==> config.mk <==
export PLATFORM = sky130hd
export DESIGN_NAME = instr_cycle_seq
export DESIGN_NICKNAME = d
export VERILOG_FILES = /design/src/rtl/ics_pkg.sv /design/src/rtl/ics_fsm.sv /design/src/rtl/ics_strobe.sv /design/src/rtl/ics_pc.sv /design/src/rtl/instr_cycle_seq.sv
export SDC_FILE = /design/constraint.sdc
export NUM_CORES = 1
export LEC_CHECK = 0
export BUFFER_PORTS_ARGS = -buffer_cell sky130_fd_sc_hd__buf_2
export CAP_MARGIN = 20
export CORE_AREA = 8 8 87 50
export DETAILED_ROUTE_END_ITERATION = 7
export DIE_AREA = 0 0 95 58
export GPL_ROUTABILITY_DRIVEN = 0
export PLACE_DENSITY = 0.76
export SLEW_MARGIN = 20
export SYNTH_ARGS = -nofsm -noshare
export SYNTH_HDL_FRONTEND = slang
export SYNTH_HIERARCHICAL = 1
export SYNTH_SLANG_ARGS = --single-unit
export TNS_END_PERCENT = 100
==> constraint.sdc <==
create_clock -name clk_i -period 2.8 [get_ports clk_i]
set_clock_uncertainty 0.15 [all_clocks]
set_input_delay 0.14 -clock clk_i [delete_from_list [all_inputs] [get_ports clk_i]]
set_output_delay 0.14 -clock clk_i [all_outputs]
set_load 0.01 [all_outputs]
==> src/rtl/ics_pkg.sv <==
package ics_pkg;
  localparam int unsigned NUM_PH = 9;
  localparam int unsigned PH_W   = $clog2(NUM_PH);

  typedef enum logic [PH_W-1:0] {
    PH_IAC  = 4'd0,  // next-address calculation
    PH_IF   = 4'd1,  // instruction fetch
    PH_IOD  = 4'd2,  // decode
    PH_OAC  = 4'd3,  // operand address calculation
    PH_OF   = 4'd4,  // operand fetch
    PH_DO   = 4'd5,  // data operation
    PH_OS   = 4'd6,  // operand store
    PH_ICHK = 4'd7,  // interrupt check
    PH_ISAV = 4'd8   // context save + vector
  } phase_e;
endpackage

==> src/rtl/ics_fsm.sv <==
module ics_fsm
  import ics_pkg::*;
(
  input  logic   clk_i,
  input  logic   rst_ni,
  input  logic   mem_ready_i,
  input  logic   has_mem_opnd_i,
  input  logic   has_store_i,
  input  logic   is_jump_i,
  input  logic   more_opnd_i,
  input  logic   irq_pending_i,
  output phase_e state_o,
  output logic   jump_o
);
  phase_e state_q, state_d;
  logic   store_q, jump_q;

  always_comb begin
    state_d = state_q;
    unique case (state_q)
      PH_IAC:  state_d = PH_IF;
      PH_IF:   if (mem_ready_i) state_d = PH_IOD;
      PH_IOD:  state_d = has_mem_opnd_i ? PH_OAC : PH_DO;
      PH_OAC:  state_d = PH_OF;
      PH_OF:   if (mem_ready_i) state_d = more_opnd_i ? PH_OAC : PH_DO;
      PH_DO:   state_d = store_q ? PH_OS : PH_ICHK;
      PH_OS:   if (mem_ready_i) state_d = PH_ICHK;
      PH_ICHK: state_d = irq_pending_i ? PH_ISAV : PH_IAC;
      PH_ISAV: state_d = PH_IAC;
      default: state_d = PH_IAC;
    endcase
  end

  always_ff @(posedge clk_i or negedge rst_ni) begin
    if (!rst_ni) begin
      state_q <= PH_IAC;
      store_q <= 1'b0;
      jump_q  <= 1'b0;
    end else begin
      state_q <= state_d;
      // hints are only trusted while the decoder presents this instruction
      if (state_q == PH_IOD) begin
        store_q <= has_store_i;
        jump_q  <= is_jump_i;
      end
    end
  end

  assign state_o = state_q;
  assign jump_o  = jump_q;
endmodule

==> src/rtl/ics_strobe.sv <==
module ics_strobe
  import ics_pkg::*;
(
  input  phase_e            state_i,
  input  logic              mem_ready_i,
  input  logic              jump_i,
  output logic [NUM_PH-1:0] phase_o,
  output logic              mem_rd_o,
  output logic              mem_wr_o,
  output logic              ir_load_o,
  output logic              pc_inc_o,
  output logic              pc_load_o,
  output logic              vec_sel_o,
  output logic              ctx_save_o
);
  for (genvar g = 0; g < NUM_PH; g++) begin : g_ph
    assign phase_o[g] = (state_i == phase_e'(PH_W'(g)));
  end

  logic fetch_done;
  assign fetch_done = (state_i == PH_IF) && mem_ready_i;

  assign mem_rd_o   = (state_i == PH_IF) || (state_i == PH_OF);
  assign mem_wr_o   = (state_i == PH_OS);
  assign ir_load_o  = fetch_done;
  assign pc_inc_o   = fetch_done;
  assign ctx_save_o = (state_i == PH_ISAV);
  assign vec_sel_o  = ctx_save_o;
  assign pc_load_o  = ((state_i == PH_DO) && jump_i) || ctx_save_o;
endmodule

==> src/rtl/ics_pc.sv <==
module ics_pc #(
  parameter int unsigned       AW     = 16,
  parameter logic [AW-1:0]     VECTOR = 16'h0100
) (
  input  logic          clk_i,
  input  logic          rst_ni,
  input  logic          inc_i,
  input  logic          load_i,
  input  logic          vec_sel_i,
  input  logic [AW-1:0] target_i,
  output logic [AW-1:0] pc_o
);
  logic [AW-1:0] pc_q;

  always_ff @(posedge clk_i or negedge rst_ni) begin
    if (!rst_ni)     pc_q <= '0;
    else if (load_i) pc_q <= vec_sel_i ? VECTOR : target_i;
    else if (inc_i)  pc_q <= pc_q + AW'(1);
  end

  assign pc_o = pc_q;
endmodule

==> src/rtl/instr_cycle_seq.sv <==
module instr_cycle_seq #(
  parameter int unsigned   AW     = 16,
  parameter logic [AW-1:0] VECTOR = 16'h0100
) (
  input  logic          clk_i,
  input  logic          rst_ni,
  input  logic          mem_ready_i,
  input  logic          has_mem_opnd_i,
  input  logic          has_store_i,
  input  logic          is_jump_i,
  input  logic          more_opnd_i,
  input  logic          irq_pending_i,
  input  logic [AW-1:0] jump_target_i,
  output logic [8:0]    phase_o,
  output logic [AW-1:0] pc_o,
  output logic          pc_inc_o,
  output logic          pc_load_o,
  output logic          ir_load_o,
  output logic          mem_rd_o,
  output logic          mem_wr_o,
  output logic          ctx_save_o
);
  import ics_pkg::*;

  phase_e state;
  logic   jump_q;
  logic   vec_sel;

  ics_fsm u_fsm (
    .clk_i          (clk_i),
    .rst_ni         (rst_ni),
    .mem_ready_i    (mem_ready_i),
    .has_mem_opnd_i (has_mem_opnd_i),
    .has_store_i    (has_store_i),
    .is_jump_i      (is_jump_i),
    .more_opnd_i    (more_opnd_i),
    .irq_pending_i  (irq_pending_i),
    .state_o        (state),
    .jump_o         (jump_q)
  );

  ics_strobe u_strobe (
    .state_i     (state),
    .mem_ready_i (mem_ready_i),
    .jump_i      (jump_q),
    .phase_o     (phase_o),
    .mem_rd_o    (mem_rd_o),
    .mem_wr_o    (mem_wr_o),
    .ir_load_o   (ir_load_o),
    .pc_inc_o    (pc_inc_o),
    .pc_load_o   (pc_load_o),
    .vec_sel_o   (vec_sel),
    .ctx_save_o  (ctx_save_o)
  );

  ics_pc #(.AW(AW), .VECTOR(VECTOR)) u_pc (
    .clk_i     (clk_i),
    .rst_ni    (rst_ni),
    .inc_i     (pc_inc_o),
    .load_i    (pc_load_o),
    .vec_sel_i (vec_sel),
    .target_i  (jump_target_i),
    .pc_o      (pc_o)
  );
endmodule

==> out/results.txt <==
status: finished, final reports clean
pre-CTS WS: 0.637 ns
die area: 5510 um^2
Sw Share: 45.3%
crit path capture type: register
count of different cell masters after synthesis: 46
Num Clock Sinks: 22
Worst Hold End: u_pc/pc_o[8]
clock share of power: 10.4%
Syn Nets: 179
Post-Syn Area: 1430 um^2
Clk Latency, worst-skew pair: 0.26 ns
post-CTS sizing: 0
Design Area, Final: 1950 um^2
Reg power frac: 36.2%
total wire length: 4380 um
PD cells: 949 nW/um^2
Synth Register Bits: 22
Synth area leaders: dfrtp_1, nand2_1, xnor2_1
Max Clk Rate: 0.459 GHz
Post-Synthesis Cells: 154
crit path kind: reg -> reg
P_int: 1.01 mW
# fillers: 261
Hold Path Depth: 3
drt pass-1 iters: 4
cts hold-fix bufs: 19
die span in y: 58 um
Post-DP Area: 1720 um^2
post-synth top area share: 38.6%
Avg Vias per Cell: 5.35
DR DRC count: 0
number of port buffers: 54
Worst Setup Start Kind: register
post-DP HPWL: 3040 um
post-CTS setup buffer count: 0
Design Power: 1.85 mW
min-delay worst type: in -> reg
P&R area growth vs syn: 36.6%
Comb pwr share: 53.4%
switching pwr: 0.838 mW
Clock Tree Root: clkbuf_8
warnings from Yosys: 6
effective utilization at floorplan: 44.4%
worst-path maximum fanout: 12
Final TNS setup: 0 ns
Leakage: 0.863 nW
Hold WS: 0.0315 ns
CTS Buf Count: 3
Core ar.: 3210 um^2
post-route setup slack: 0.622 ns
hold wc startpoint: jump_target_i[8]
Final Util: 60.7%
r2r endpoint: u_pc/pc_o[5]
Main synth FF type: dfrtp_1
first-pass GRT wire length: 7160 um
Critical Path RT: 2.84 ns
layout cells sized above 1: 33.8%
largest net degree at the start of global routing: 23
Final Hold Viols: 0
Seq/Total Area, Yosys: 38.6%
RSZ-0062 raised after global routing: no
relative slew slack: 60.5%
area leader, netlist: dfrtp_1
Nets: 252
Syn Area/Cell: 9.25 um^2
VDD IR max: 0.000352 V
grt total ovfl: 0
Cells after DPL: 245
FP Rows: 15
H-tree depth: 1
WP data arrival: 2.22 ns
non-filler instance count after layout: 267
Worst Tran Pin Value: 0.584 ns
worst r2r src: u_fsm/state_o[0]
via count: 1428
number of flops mapped to enable cells by yosys: 0
wire per inst: 16.4 um
CTS tree: built
1st-iter DRT viols: 136
post-route clock period utilization: 77.8%
clock buffer depth: 2
r2r setup slk: 0.62 ns
Die W: 95 um
reg2reg path depth: 7
max_cap viols: 0
final setup vio count: 0
vias in the first global route: 1341
# diodes: 0
io pins: 55
Tot GR Track Use: 16.6%
minimum clock period: 2.18 ns
number of routed nets with antenna violations: 0
max-slew violations: 0
Post-synth ARST share: 100%
initial antenna violation count: 0
clock-pin slew on the worst setup and hold paths: 0.08 ns
==> layout make-up <==
type	instances	area [um^2]	area share, %
Tap cell	42	52.6	2.70
Multi-Input combinational cell	115	771	39.6
Timing Repair Buffer	80	513	26.3
Sequential cell	22	551	28.3
Clock buffer	3	41.3	2.12
Inverter	5	18.8	0.964
==> logic make-up after synthesis <==
logic type	Yosys count	synth area share, %
AOI/OAI and AO/OA	28	13.3
DFF	22	38.6
buffers and inverters	17	7.73
muxes	3	2.28
and+or+nand+nor	71	29.9
adders and majority gates	1	0.878
xor gates and xnor gates	12	7.37
==> layout by cell type (no fill, tap or decap), types with 5 or more instances in the layout <==
cell	n
buf_2	54
nor3_1	10
nand3_1	5
nor2_1	12
buf_4	7
dlygate4sd3_1	19
xnor2_1	7
xor2_1	5
dfrtp_1	22
nand2_1	18
inv_1	5
o21ai_0	10
==> worst max-delay path, cell delays in order, from the launching register on <==
cell and delay (ns):
dfrtp_1 0.46, nand2b_1 0.14, nor4b_2 0.40, buf_4 0.26
nand3_1 0.11, or2_2 0.31, xor2_1 0.14, o21ai_0 0.13
==> synthesized netlist by cell type (all sizes together), types with 2 or more instances <==
cell type / number
nand2b: 3
nor2: 12
nor3: 10
a211oi: 2
nor4b: 3
dfrtp: 22
nand4: 6
xor2: 5
a21oi: 3
nand2: 18
buf: 9
xnor2: 7
inv: 5
nor4: 4
mux2: 2
clkbuf: 2
nand3: 5
o21ai: 13
nor2b: 2
==> registers in the layout (all words and copies together), names as in the netlist <==
register	count
u_fsm/state_o	4
u_fsm/jump_o	1
u_fsm/store_q	1
u_pc/pc_o	16
==> layer usage <==
| layer | share of wire (%) | GRT usage (%) |
|---|---|---|
| met1 | 44 | 22.6 |
| met2 | 48 | 25.8 |
| met3 | 6.1 | 2.83 |
| met4 | 1.2 | 5.73 |
| met5 | 0 | 0 |
==> worst max-delay path by stage <==
| stage | startpoint | to | slack, ns |
|---|---|---|---|
| floorplan | u_fsm/state_o[0] | u_pc/pc_o[5] | 0.26 |
| global placement | u_fsm/state_o[0] | u_pc/pc_o[5] | 0.71 |
| detailed placement | u_fsm/state_o[0] | u_pc/pc_o[5] | 0.64 |
| CTS | u_fsm/state_o[0] | u_pc/pc_o[5] | 0.62 |
| global route | u_fsm/state_o[0] | u_pc/pc_o[5] | 0.39 |
| finish | u_fsm/state_o[0] | u_pc/pc_o[5] | 0.62 |
==> power groups by stage <==
stage | Combinational (mW) | Clock [mW] | Sequential, mW
after floorplan | 0.594 | 0 | 0.700
after global placement | 0.943 | 0 | 0.664
after detailed placement | 0.962 | 0 | 0.670
after CTS | 0.987 | 0.197 | 0.664
after global routing | 1.08 | 0.211 | 0.699
final | 0.986 | 0.193 | 0.669
Note: power is estimated with default switching activity, not from simulation.
